File: src/rtl/irq_pkg.sv
package irq_pkg;
  localparam int NUM_RST = 3;
  localparam int NUM_SRC = NUM_RST + 2;
  localparam int SRC_W   = 3;

  typedef enum logic [SRC_W-1:0] {
    SRC_NONE = 3'd0,
    SRC_TRAP = 3'd1,
    SRC_R75  = 3'd2,
    SRC_R65  = 3'd3,
    SRC_R55  = 3'd4,
    SRC_INTR = 3'd5
  } src_e;
endpackage

File: src/rtl/irq_edge_cap.sv
// Rising-edge capture. HOLD_LEVEL=1 drops the pending flag as soon as the pin
// falls (trap); HOLD_LEVEL=0 keeps it until cleared (restart-7.5).
module irq_edge_cap #(
  parameter bit HOLD_LEVEL = 1'b0
) (
  input  logic clk,
  input  logic rst_n,
  input  logic pin_i,
  input  logic clr_i,
  output logic pend_o
);
  logic prev_q, pend_q;
  logic pend_d, rise;

  assign rise = pin_i & ~prev_q;

  generate
    if (HOLD_LEVEL) begin : g_level
      always_comb pend_d = rise | (pend_q & pin_i & ~clr_i);
    end else begin : g_latch
      always_comb pend_d = rise | (pend_q & ~clr_i);
    end
  endgenerate

  always_ff @(posedge clk or negedge rst_n) begin
    if (!rst_n) begin
      prev_q <= 1'b0;
      pend_q <= 1'b0;
    end else begin
      prev_q <= pin_i;
      pend_q <= pend_d;
    end
  end

  assign pend_o = pend_q;
endmodule

File: src/rtl/irq_mask_regs.sv
module irq_mask_regs #(
  parameter int MASK_W = 3
) (
  input  logic              clk,
  input  logic              rst_n,
  input  logic              mask_wr_i,
  input  logic [MASK_W-1:0] mask_wdata_i,
  input  logic              ei_i,
  input  logic              di_i,
  input  logic              auto_clr_i,
  output logic [MASK_W-1:0] mask_o,
  output logic              ie_o
);
  logic [MASK_W-1:0] mask_q, mask_d;
  logic              ie_q, ie_d;

  always_comb begin
    mask_d = mask_q;
    if (mask_wr_i) mask_d = mask_wdata_i;
    ie_d = ie_q;
    if (ei_i) ie_d = 1'b1;
    if (di_i || auto_clr_i) ie_d = 1'b0;
  end

  always_ff @(posedge clk or negedge rst_n) begin
    if (!rst_n) begin
      mask_q <= '1;
      ie_q   <= 1'b0;
    end else begin
      mask_q <= mask_d;
      ie_q   <= ie_d;
    end
  end

  assign mask_o = mask_q;
  assign ie_o   = ie_q;
endmodule

File: src/rtl/irq_arbiter.sv
module irq_arbiter
  import irq_pkg::*;
#(
  parameter int                  VEC_W    = 16,
  parameter logic [VEC_W-1:0]    TRAP_VEC = 16'h0024,
  parameter logic [VEC_W-1:0]    R75_VEC  = 16'h003C,
  parameter logic [VEC_W-1:0]    R65_VEC  = 16'h0034,
  parameter logic [VEC_W-1:0]    R55_VEC  = 16'h002C
) (
  input  logic               trap_pend_i,
  input  logic               trap_lvl_i,
  input  logic               r75_pend_i,
  input  logic               r65_lvl_i,
  input  logic               r55_lvl_i,
  input  logic               intr_lvl_i,
  input  logic [NUM_RST-1:0] mask_i,     // [2]=7.5 [1]=6.5 [0]=5.5
  input  logic               ie_i,
  output src_e               src_o,
  output logic [VEC_W-1:0]   vec_o,
  output logic               inta_o
);
  logic [NUM_SRC-1:0] req;   // index 0 = highest priority

  always_comb begin
    req[0] = trap_pend_i & trap_lvl_i;
    req[1] = r75_pend_i & ~mask_i[2] & ie_i;
    req[2] = r65_lvl_i  & ~mask_i[1] & ie_i;
    req[3] = r55_lvl_i  & ~mask_i[0] & ie_i;
    req[4] = intr_lvl_i & ie_i;
  end

  always_comb begin
    src_o = SRC_NONE;
    for (int i = NUM_SRC - 1; i >= 0; i--) begin
      if (req[i]) src_o = src_e'(i + 1);
    end
  end

  always_comb begin
    inta_o = 1'b0;
    case (src_o)
      SRC_TRAP: vec_o = TRAP_VEC;
      SRC_R75:  vec_o = R75_VEC;
      SRC_R65:  vec_o = R65_VEC;
      SRC_R55:  vec_o = R55_VEC;
      SRC_INTR: begin vec_o = '0; inta_o = 1'b1; end
      default:  vec_o = '0;
    endcase
  end
endmodule

File: src/rtl/prio_irq_ctrl.sv
module prio_irq_ctrl
  import irq_pkg::*;
#(
  parameter int               VEC_W    = 16,
  parameter logic [VEC_W-1:0] TRAP_VEC = 16'h0024,
  parameter logic [VEC_W-1:0] R75_VEC  = 16'h003C,
  parameter logic [VEC_W-1:0] R65_VEC  = 16'h0034,
  parameter logic [VEC_W-1:0] R55_VEC  = 16'h002C
) (
  input  logic               clk,
  input  logic               rst_n,
  input  logic               trap_i,
  input  logic               rst75_i,
  input  logic               rst65_i,
  input  logic               rst55_i,
  input  logic               intr_i,
  input  logic               sample_i,
  input  logic               mask_wr_i,
  input  logic [NUM_RST:0]   mask_wdata_i,
  input  logic               ei_i,
  input  logic               di_i,
  output logic               take_o,
  output logic [SRC_W-1:0]   src_o,
  output logic [VEC_W-1:0]   vector_o,
  output logic               inta_req_o,
  output logic               pc_inh_o,
  output logic               wake_o
);
  localparam int CLR75_BIT = NUM_RST;

  logic               trap_pend, r75_pend;
  logic               trap_clr, r75_clr, auto_clr;
  logic [NUM_RST-1:0] mask_w;
  logic               ie_w;
  src_e               win_src;
  logic [VEC_W-1:0]   win_vec;
  logic               win_inta;
  logic               win_maskable;

  logic               take_q, take_d;
  src_e               src_q, src_d;
  logic [VEC_W-1:0]   vec_q, vec_d;
  logic               inta_q, inta_d;

  assign win_maskable = (win_src != SRC_NONE) && (win_src != SRC_TRAP);
  assign trap_clr     = sample_i && (win_src == SRC_TRAP);
  assign r75_clr      = (sample_i && (win_src == SRC_R75)) ||
                        (mask_wr_i && mask_wdata_i[CLR75_BIT]);
  assign auto_clr     = sample_i && win_maskable;

  irq_edge_cap #(.HOLD_LEVEL(1'b1)) u_trap_cap (
    .clk(clk), .rst_n(rst_n), .pin_i(trap_i), .clr_i(trap_clr), .pend_o(trap_pend)
  );

  irq_edge_cap #(.HOLD_LEVEL(1'b0)) u_r75_cap (
    .clk(clk), .rst_n(rst_n), .pin_i(rst75_i), .clr_i(r75_clr), .pend_o(r75_pend)
  );

  irq_mask_regs #(.MASK_W(NUM_RST)) u_regs (
    .clk(clk), .rst_n(rst_n),
    .mask_wr_i(mask_wr_i), .mask_wdata_i(mask_wdata_i[NUM_RST-1:0]),
    .ei_i(ei_i), .di_i(di_i), .auto_clr_i(auto_clr),
    .mask_o(mask_w), .ie_o(ie_w)
  );

  irq_arbiter #(
    .VEC_W(VEC_W), .TRAP_VEC(TRAP_VEC), .R75_VEC(R75_VEC),
    .R65_VEC(R65_VEC), .R55_VEC(R55_VEC)
  ) u_arb (
    .trap_pend_i(trap_pend), .trap_lvl_i(trap_i), .r75_pend_i(r75_pend),
    .r65_lvl_i(rst65_i), .r55_lvl_i(rst55_i), .intr_lvl_i(intr_i),
    .mask_i(mask_w), .ie_i(ie_w),
    .src_o(win_src), .vec_o(win_vec), .inta_o(win_inta)
  );

  always_comb begin
    take_d = 1'b0;
    src_d  = SRC_NONE;
    vec_d  = '0;
    inta_d = 1'b0;
    if (sample_i) begin
      take_d = (win_src != SRC_NONE);
      src_d  = win_src;
      vec_d  = win_vec;
      inta_d = win_inta;
    end
  end

  always_ff @(posedge clk or negedge rst_n) begin
    if (!rst_n) begin
      take_q <= 1'b0;
      src_q  <= SRC_NONE;
      vec_q  <= '0;
      inta_q <= 1'b0;
    end else begin
      take_q <= take_d;
      src_q  <= src_d;
      vec_q  <= vec_d;
      inta_q <= inta_d;
    end
  end

  assign take_o     = take_q;
  assign src_o      = src_q;
  assign vector_o   = vec_q;
  assign inta_req_o = inta_q;
  assign pc_inh_o   = inta_q;
  assign wake_o     = take_q;
endmodule

File: config.mk
export PLATFORM = sky130hd
export DESIGN_NAME = prio_irq_ctrl
export DESIGN_NICKNAME = d
export VERILOG_FILES = /design/src/rtl/irq_pkg.sv /design/src/rtl/irq_edge_cap.sv /design/src/rtl/irq_mask_regs.sv /design/src/rtl/irq_arbiter.sv /design/src/rtl/prio_irq_ctrl.sv
export SDC_FILE = /design/constraint.sdc
export NUM_CORES = 1
export LEC_CHECK = 0
export ABC_AREA = 1
export BUFFER_PORTS_ARGS = -buffer_cell sky130_fd_sc_hd__buf_2
export CORE_MARGIN = 1.5
export CORE_UTILIZATION = 40
export DETAILED_ROUTE_END_ITERATION = 8
export PLACE_DENSITY = 0.85
export SYNTH_ARGS = -nofsm -noshare
export SYNTH_HDL_FRONTEND = slang
export SYNTH_SLANG_ARGS = --single-unit
File: constraint.sdc
create_clock -name clk -period 1 [get_ports clk]
set_input_delay 0 -clock clk [delete_from_list [all_inputs] [get_ports clk]]
set_output_delay 0 -clock clk [all_outputs]
set_load 0.02 [all_outputs]
==> results of run 1 <==
[kinds of logic (layout without fill, tap and decap cells)]
group | after synthesis | after routing
flip-flops | 16 | 16
other | 1 | 12
AND/OR/NAND/NOR | 36 | 36
buffers and inverters | 25 | 54
AO/OA/AOI/OAI | 9 | 9
[per-stage QoR]
step           hold WS [ns]  setup TNS (ns)  area (sq um)  power [W]
5_1_grt              0.0122           -1.76          1100    0.00164
6_report            0.00878           -1.23          1100    0.00154
4_1_cts             0.00770          -0.899          1070    0.00152
3_3_place_gp        -0.0795          -0.316           907    0.00105
2_1_floorplan        -0.296         -0.0725           837   0.000991
3_5_place_dp        -0.0733          -0.790           907    0.00106
[cell usage after synthesis, drive strengths merged (3+ instances only)]
library cell  count
dfrtp            13
buf              16
nand2            16
nor2             13
dfstp             3
nand3             6
inv               9
o21ai             5
[layer usage]
metal  vias to the layer above  track usage
met5                         -            0
met3                         0       0.0340
met2                        24        0.251
met4                         0       0.0324
li1                        321            -
met1                       297        0.176
[cells in the final DEF (no fill, tap or decap), drive strengths merged]
cell	instances
buf	32
nand2	16
dfrtp	13
nor2	13
conb	12
dlygate4sd3	9
inv	9
nand3	6
o21ai	5
clkbuf	4
dfstp	3
a21oi	1
o211ai	1
o22ai	1
nor3	1
o21bai	1
[layout make-up]
| class | count | area, sq um | area share |
|---|---|---|---|
| Sequential cell | 16 | 405 | 0.368 |
| Multi-Input combinational cell | 57 | 328 | 0.297 |
| Clock buffer | 4 | 36.3 | 0.0329 |
| Timing Repair Buffer | 41 | 268 | 0.243 |
| Tap cell | 25 | 31.3 | 0.0284 |
| Inverter | 9 | 33.8 | 0.0306 |
[repair_timing]
action,in CTS,in global routing
buffers inserted,2,0
endpoints found under the setup margin,10,11
resized for setup,8,13
hold endpoints to repair,27,0
gates cloned,0,0
hold buffers,9,0
pin swaps,5,9
[worst paths after layout]
kind	from	end	cells past startpoint
setup / recovery	u_regs.ie_o	vector_o[4]	6
hold / removal	mask_wdata_i[3]	u_r75_cap.pend_o	4
setup reg to reg	u_regs.ie_o	vector_o[4]	6
hold reg to reg	u_r75_cap.prev_q	u_r75_cap.pend_o	1
max in group asynchronous	rst_n	u_regs.mask_o[0]	2
min in group asynchronous	rst_n	src_o[2]	2
[report_power, final]
part	total [W]	leakage, nW	switching, W	internal (W)
combinational	0.000382	0.377	0.000229	0.000153
sequential	0.000743	0.198	0.0000368	0.000706
clock	0.000413	0.0210	0.000192	0.000221
total	0.00154	0.596	0.000458	0.00108
[tightest hold or removal path, stage by stage]
cell and delay [ns]:
buf_2 0.08, nand2_1 0.04, o211ai_1 0.07, o21ai_1 0.06
==> reports/metrics.yaml, run 1 <==
drt:
  drt_first_pass_iters: 3
  via_per_inst: 4.22
  top_layer: "met3"
  wl_met3_microns: 97
  ant_nets: 0
  vias: 642
  wl_met2_microns: 753
  route.detailed.drc: 0
  met1Wirelength_microns: 611
  first_iter_violations: 7
  drt-total-wl_microns: 1460
  routedWlPerCell_microns: 9.62
finish:
  final_util: 0.612
  drive_gt1_frac: 0.488
  fillers: 149
  final_cells: 152
  nNetsFinal: 143
  antenna_cells: 0
  area_growth_pct: 38.5
logic_synthesis:
  yosys.area_share.simple: 0.225
  syn_inst: 87
  synth.area.top_cells: "dfrtp_1 41%, buf_4 14%, dfstp_2 9.9%"
  synth_top_family_by_area: "simple AND/OR/NAND/NOR gates"
  synth-seq-cells: 16
  synth_mux_area_frac: 0
  synth-edff-count: 0
  ys.flop_type: "dfrtp_1"
  postSynth.asyncResetShare: 1.00
  synth_top_area_frac: 0.409
  synth_compound_area_frac: 0.0645
  ys_seq_area_frac: 0.508
  synth_area_leader_cell: "dfrtp_1"
  synth_warnings: 0
  yosys.area_share.xor_xnor: 0
  ys_types: 19
  synth_area_sq_um: 796
  synth-adder-area-share: 0
  syn_avg_cell_area_sq_um: 9.15
grt:
  grt_pass1_vias: 568
  grt_pass1_wl_microns: 2280
  antenna_found_initial: 0
  grt.total_usage: 0.142
  grt-ovfl-total: 0
  grt_max_degree: 17
die:
  core-area_sq_mm: 0.00180
  die_w_microns: 47.6
  placementRows: 15
  die_area_sq_mm: 0.00227
  chipHeight_microns: 47.6
  num_io_pins: 38
  start_util: 0.442
clocking:
  cts_tree: "built"
  htree_levels: 1
  clk_pin_slew_ns: 0.10
  cts_buffer_depth: 2
  cts_root_buffer: "clkbuf_4"
  clk_latency_ns: 0.28
  cts-buffers-inserted: 3
  clkSinkCount: 16
outcome:
  violations: "setup timing"
  status: "finished with violations"
worst_setup_path:
  crit_type: "flip-flop to flip-flop"
  r2r_slack_ns: -0.16
  slowest_delay_ns: 0.50
  crit_required_ns: 1.17
  cp_max_fo: 8
  crit_family: "flip-flops"
  arrival_ns: 1.33
  crit_path_end_kind: "flip-flop"
  cp.buffers_inverters: 2
  slowest_stage: "dfrtp_2"
  cp-start-kind: "flip-flop"
  path_cells: "nand2_2 > nor2_4 > nor2_4 > buf_4 > buf_4 > nor2_1"
timing:
  timing.final.ws_setup_ns: -0.162
  rsz0062_at_grt: "true"
  min_period_ns: 1.16
  timing.fmax_mhz: 861
  fin_crit_sh: 1.16
  setup_viol: 10
  drv_slew: 0
  fin_skew_ns: 0.00797
  hold_viol: 0
hold_path:
  hp-class: "input port to flip-flop"
placed_design:
  hpwl_microns: 1030
  port_buffers: 25
  dpl.cell_count: 137
  gp_congestion: 0.848
  pre_cts_ws_ns: -0.153
power:
  leakagePower_nw: 0.596
  ir_drop_v: 0.000616
  power_density_mw_per_mm2: 1400
flow_run:
  cap_violations: 0
Note: power is estimated with default switching activity, not from simulation.
==> inputs of run 2 (changes only) <==
--- a/config.mk
+++ b/config.mk
@@ -10,7 +10,7 @@
 export CORE_MARGIN = 1.5
 export CORE_UTILIZATION = 40
 export DETAILED_ROUTE_END_ITERATION = 8
-export PLACE_DENSITY = 0.85
+export PLACE_DENSITY = 0.83
 export SYNTH_ARGS = -nofsm -noshare
 export SYNTH_HDL_FRONTEND = slang
 export SYNTH_SLANG_ARGS = --single-unit
==> constraint.sdc (replaced) <==
create_clock -name clk -period 1.4 [get_ports clk]
set_input_delay 0 -clock clk [delete_from_list [all_inputs] [get_ports clk]]
set_output_delay 0 -clock clk [all_outputs]
set_load 0.02 [all_outputs]
==> run 2 against run 1 <==
The flow now finishes without violations. Global-route usage rose by 0.90 points. Sequential cell count unchanged. Highest routed layer is now met4. Setup slack improved by 0.26 ns. Critical path depth down 3.
==> reports/metrics.yaml, run 2 (synthesized netlist as in run 1, its figures left out) <==
die:
  die_area_sq_mm: 0.00227  # unchanged
  core-area_sq_mm: 0.00180  # unchanged
  start_util: 0.442  # unchanged
  chipHeight_microns: 47.6  # unchanged
  placementRows: 15  # unchanged
  die_w_microns: 47.6  # unchanged
  num_io_pins: 38  # unchanged
worst_setup_path:
  cp_max_fo: 8  # unchanged
  crit_type: "flip-flop to flip-flop"  # unchanged
  slowest_delay_ns: 0.55  # was 0.50 ns
  worstSetupStartpoint: "u_regs.ie_o"  # unchanged
  arrival_ns: 1.49  # was 1.33 ns
  path_cells: "o21bai_1 > dlygate4sd3_1 > nor2_1"  # was nand2_2 > nor2_4 > nor2_4 > buf_4 > buf_4 > nor2_1
  slowest_stage: "dlygate4sd3_1"  # was dfrtp_2
  cp.buffers_inverters: 1  # was 2
  r2r_slack_ns: 0.1  # was -0.16 ns
  crit_required_ns: 1.59  # was 1.17 ns
  reg2reg_depth: 3  # was 6
  cp-endpoint: "u_regs.ie_o"  # was vector_o[4]
  cp-start-kind: "flip-flop"  # unchanged
  rr_startpoint: "u_regs.ie_o"  # unchanged
  crit_path_end_kind: "flip-flop"  # unchanged
  crit_family: "buffers and inverters"  # was flip-flops
  regToRegEndpoint: "u_regs.ie_o"  # was vector_o[4]
  path_depth: 3  # was 6
placed_design:
  gp_congestion: 0.820  # was 0.848
  pre_cts_ws_ns: 0.183  # was -0.153 ns
  port_buffers: 25  # unchanged
  hpwl_microns: 1050  # was 1030 microns
power:
  pwr-share-seq: 0.492  # was 0.483
  power_density_mw_per_mm2: 1020  # was 1400 mW/mm^2
  ir_drop_v: 0.000741  # was 0.000616 V
  switchingPower_w: 0.000311  # was 0.000458 W
  design_power_total_w: 0.00106  # was 0.00154 W
  pwr-share-clk: 0.284  # was 0.269
  comb_power_share: 0.224  # was 0.248
  p_int_w: 0.000752  # was 0.00108 W
  leakagePower_nw: 0.580  # was 0.596 nW
  swShare: 0.293  # was 0.298
clocking:
  cts_buffer_depth: 2  # unchanged
  htree_levels: 1  # unchanged
  clk_pin_slew_ns: 0.09  # was 0.10 ns
  postCtsSetupBuffers: 0  # was 2
  cts-buffers-inserted: 3  # unchanged
  cts_root_buffer: "clkbuf_4"  # unchanged
  clkSinkCount: 16  # unchanged
  cts_tree: "built"  # unchanged
  clk_latency_ns: 0.29  # was 0.28 ns
drt:
  ant_nets: 0  # unchanged
  drt_first_pass_iters: 4  # was 3
  via_per_inst: 4.20  # was 4.22
  drt-total-wl_microns: 1400  # was 1460 microns
  vias: 630  # was 642
  first_iter_violations: 5  # was 7
  route.detailed.drc: 0  # unchanged
  routedWlPerCell_microns: 9.33  # was 9.62 microns
finish:
  drive_gt1_frac: 0.344  # was 0.488
  final_util: 0.580  # was 0.612
  nNetsFinal: 141  # was 143
  area_growth_pct: 31.3  # was 38.5%
  mostFrequentLayoutCell: "buf_2"  # unchanged
  final_cell_mix: "25 x buf_2, 13 x nand2_1, 13 x dlygate4sd3_1"  # was 25 x buf_2, 12 x conb_1, 12 x dfrtp_1
  antenna_cells: 0  # unchanged
timing:
  setup_tns_ns: 0  # was -1.23 ns
  fin_crit_sh: 0.930  # was 1.16
  fin_skew_ns: 0.00841  # was 0.00797 ns
  timing.final.ws_setup_ns: 0.0975  # was -0.162 ns
  hold_viol: 0  # unchanged
  holdWs_ns: 0.0250  # was 0.00878 ns
  timing.fmax_mhz: 768  # was 861 MHz
  setup_viol: 0  # was 10
  drv_slew: 0  # unchanged
  rsz0062_at_grt: "false"  # was true
  min_period_ns: 1.30  # was 1.16 ns
grt:
  antenna_found_initial: 0  # unchanged
  grt_max_degree: 17  # unchanged
  grt_pass1_wl_microns: 2330  # was 2280 microns
  grt_pass1_vias: 595  # was 568
  grt-ovfl-total: 0  # unchanged
  grt.total_usage: 0.151  # was 0.142
hold_path:
  hp-class: "input port to flip-flop"  # unchanged
  min_path_cells: 4  # unchanged
flow_run:
  cap_violations: 0  # unchanged
outcome:
  status: "completed"  # was finished with violations
==> run 2: changes by cell type in the layout (fill, tap and decap cells not counted), sizes merged <==
cell / delta
dlygate4sd3: +4
buf: -6
==> run 2: power groups by stage <==
stage               clock [W]  combinational, W  sequential [W]
floorplan                   0          0.000158        0.000549
global placement            0          0.000204        0.000530
detailed placement          0          0.000211        0.000533
CTS                  0.000314          0.000240        0.000523
global route         0.000331          0.000268        0.000530
finish               0.000302          0.000238        0.000523
==> run 2: layer usage <==
layer / GRT usage / wire [microns] / vias up
li1: - / - / 321
met2: 0.303 / 736 / 23
met5: 0 / 0 / -
met3: 0.0566 / 79 / 5
met1: 0.137 / 565 / 281
met4: 0.0486 / 17 / 0
==> run 2: layout make-up <==
| type | instances | area (sq um) |
|---|---|---|
| Clock buffer | 4 | 36.3 |
| Fill cell | 161 | 757 |
| Inverter | 9 | 33.8 |
| Multi-Input combinational cell | 57 | 275 |
| Sequential cell | 16 | 405 |
| Tap cell | 25 | 31.3 |
| Timing Repair Buffer | 39 | 263 |
==> run 2: how the worst min path moves through the flow <==
stage	end	slack, ns	startpoint
after floorplan	inta_req_o	-0.30	rst_n
after global placement	inta_req_o	-0.08	rst_n
after detailed placement	src_o[0]	-0.07	rst_n
after CTS	u_r75_cap.pend_o	0.01	mask_wdata_i[3]
after global routing	u_r75_cap.pend_o	0.03	mask_wdata_i[3]
final	u_r75_cap.pend_o	0.02	mask_wdata_i[3]
==> run 2: metrics by stage <==
| stage | cell area, sq um | instances |
|---|---|---|
| 2_1_floorplan | 837 | 98 |
| 3_5_place_dp | 877 | 133 |
| 6_report | 1040 | 150 |
| 5_1_grt | 1040 | 150 |
| 3_3_place_gp | 877 | 133 |
| 4_1_cts | 1040 | 150 |
==> run 2: worst min-delay path, stage by stage <==
cell and delay [ns]:
buf_2 0.08, nand2_1 0.05, o211ai_1 0.07, o21ai_0 0.08
==> run 2: repair_timing <==
item                                    in CTS  in global routing
gates resized for setup                      0                  1
hold endpoints to repair                    26                  0
endpoints found under the setup margin       0                  1
hold buffers                                13                  0
==> inputs of run 3 (changes only) <==
--- a/config.mk
+++ b/config.mk
@@ -11,6 +11,7 @@
 export CORE_UTILIZATION = 40
 export DETAILED_ROUTE_END_ITERATION = 8
 export PLACE_DENSITY = 0.83
+export RECOVER_POWER = 50
 export SYNTH_ARGS = -nofsm -noshare
 export SYNTH_HDL_FRONTEND = slang
 export SYNTH_SLANG_ARGS = --single-unit
==> run 3 against run 2 <==
Count of clock-buffer cells in the layout did not move. Die area did not move. Maximum frequency barely moved. Sequential cell count did not move. Combinational power barely moved. Total power fell by 0.22%. Cell area fell by 0.96%. Sequential power barely moved. Sequential share of layout area rose by 0.38 points. Clock power barely moved. Via count did not move. Non-clock buffer count did not move. Critical path type unchanged.
==> reports/metrics.yaml, run 3 (synthesized netlist as in run 1, its figures left out) <==
timing:
  setup_tns_ns: 0  # unchanged
  rsz0062_at_grt: "false"  # unchanged
  slew_headroom: 0.456
  min_period_ns: 1.30  # about the same
  drv_slew: 0  # unchanged
  fin_crit_sh: 0.930  # about the same
  timing.fmax_mhz: 768  # about the same
  max_slew.worst_pin.slew_ns: 0.816
  setup_viol: 0  # unchanged
  hold_viol: 0  # unchanged
  fin_skew_ns: 0.00919  # was 0.00841 ns
drt:
  route.detailed.drc: 0  # unchanged
  first_iter_violations: 5  # unchanged
  via_per_inst: 4.20  # unchanged
  routedWlPerCell_microns: 9.32  # was 9.33 microns
  ant_nets: 0  # unchanged
  drt-total-wl_microns: 1400  # about the same
  drt_first_pass_iters: 3  # was 4
  vias: 630  # unchanged
power:
  design_power_total_w: 0.00106  # about the same
  ir_drop_v: 0.000740  # was 0.000741 V
  comb_power_share: 0.222  # was 0.224
  switchingPower_w: 0.000312  # was 0.000311 W
  power_density_mw_per_mm2: 1030  # was 1020 mW/mm^2
  swShare: 0.294  # was 0.293
  leakagePower_nw: 0.560  # was 0.580 nW
  pwr-share-seq: 0.493  # was 0.492
  p_int_w: 0.000749  # was 0.000752 W
  pwr-share-clk: 0.285  # was 0.284
finish:
  mostFrequentLayoutCell: "buf_2"  # unchanged
  drive_gt1_frac: 0.296  # was 0.344
  antenna_cells: 0  # unchanged
  area_growth_pct: 30.0  # was 31.3%
  nNetsFinal: 141  # unchanged
  fillers: 164  # was 161
  final_cell_mix: "20 x buf_2, 13 x nand2_1, 13 x dlygate4sd3_1"  # was 25 x buf_2, 13 x nand2_1, 13 x dlygate4sd3_1
worst_setup_path:
  arrival_ns: 1.49  # about the same
  rr_startpoint: "u_regs.ie_o"  # unchanged
  path_cells: "o21bai_1 > dlygate4sd3_1 > nor2_1"  # unchanged
  worstSetupStartpoint: "u_regs.ie_o"  # unchanged
  cp_max_fo: 8  # unchanged
  slowest_stage: "dlygate4sd3_1"  # unchanged
  crit_path_end_kind: "flip-flop"  # unchanged
  cp-start-kind: "flip-flop"  # unchanged
  slowest_delay_ns: 0.55  # about the same
  crit_type: "flip-flop to flip-flop"  # unchanged
  crit_required_ns: 1.59  # about the same
grt:
  grt.total_usage: 0.151  # unchanged
  grt_max_degree: 17  # unchanged
  antenna_found_initial: 0  # unchanged
  grt_pass1_wl_microns: 2330  # unchanged
  grt-ovfl-total: 0  # unchanged
  grt_pass1_vias: 595  # unchanged
die:
  placementRows: 15  # unchanged
  start_util: 0.442  # unchanged
  num_io_pins: 38  # unchanged
  die_area_sq_mm: 0.00227  # unchanged
  core-area_sq_mm: 0.00180  # unchanged
  chipHeight_microns: 47.6  # unchanged
  die_w_microns: 47.6  # unchanged
clocking:
  clk_latency_ns: 0.29  # about the same
  postCtsSetupBuffers: 0  # unchanged
  clk_pin_slew_ns: 0.10  # was 0.09 ns
  cts-buffers-inserted: 3  # unchanged
  clkSinkCount: 16  # unchanged
  cts_tree: "built"  # unchanged
  cts_root_buffer: "clkbuf_4"  # unchanged
  htree_levels: 1  # unchanged
  cts_buffer_depth: 2  # unchanged
flow_run:
  cap_violations: 0  # unchanged
hold_path:
  hold_start: "mask_wdata_i[3]"  # unchanged
  hp-class: "input port to flip-flop"  # unchanged
placed_design:
  port_buffers: 25  # unchanged
  hpwl_microns: 1050  # unchanged
  gp_congestion: 0.820  # unchanged
outcome:
  status: "completed"  # unchanged
==> run 3: changes by cell type in the layout (fill, tap and decap cells not counted), sizes merged <==
cell	change
buf	-6
clkbuf	+6
==> run 3: final timing paths <==
kind / end / slack [ns] / cells past startpoint
max in group asynchronous: u_regs.ie_o / 0.53 / 2
min: u_r75_cap.pend_o / 0.03 / 4
max: u_regs.ie_o / 0.1 / 3
max reg2reg: u_regs.ie_o / 0.1 / 3
min in group asynchronous: src_o[0] / 0.31 / 2
min reg2reg: u_r75_cap.pend_o / 0.44 / 1
==> run 3: what timing repair did <==
action / 4_1_cts / 5_1_grt
endpoints found under the hold margin: 26 / 0
endpoints found under the setup margin: 0 / 1
gates resized for setup: 0 / 1
hold buffers: 13 / 0
==> run 3: area by class of cell <==
type	instances	area, sq um	area share
flip-flops and latches	16	405	0.392
multi-input cells	57	275	0.266
repair buffers	39	253	0.244
clock buffers	4	36.3	0.0351
inverters	9	33.8	0.0326
well taps	25	31.3	0.0302
==> run 3: through the flow <==
stage	cells	hold slack [ns]	cell area, sq um	util	setup WS, ns
2_1_floorplan	98	-0.296	837	-	0.357
4_1_cts	150	0.0135	1040	0.579	0.0763
3_5_place_dp	133	-0.0734	877	0.487	0.183
6_report	150	0.0251	1030	0.574	0.0979
5_1_grt	150	0.0325	1030	0.574	0.0204
3_3_place_gp	133	-0.0812	877	0.487	0.293
==> run 3: critical path: cells and delay by family (launching register included) <==
family / cells / cell delay, ns
buffers and inverters: 1 / 0.55
AOI/OAI and AO/OA: 1 / 0.14
and+or+nand+nor: 1 / 0.05
DFF: 1 / 0.47
==> run 3: per-layer routing <==
layer	share of wire	track usage	wire length, microns
met5	0	0	0
met2	0.53	0.303	740
met3	0.057	0.0566	79
met1	0.40	0.137	561
met4	0.012	0.0486	17
==> run 3: power groups by stage <==
stage / clock network (W) / logic, W / registers, W
CTS: 0.000314 / 0.000240 / 0.000523
detailed placement: 0 / 0.000211 / 0.000533
floorplan: 0 / 0.000158 / 0.000549
global placement: 0 / 0.000204 / 0.000530
global route: 0.000331 / 0.000265 / 0.000530
finish: 0.000303 / 0.000235 / 0.000523
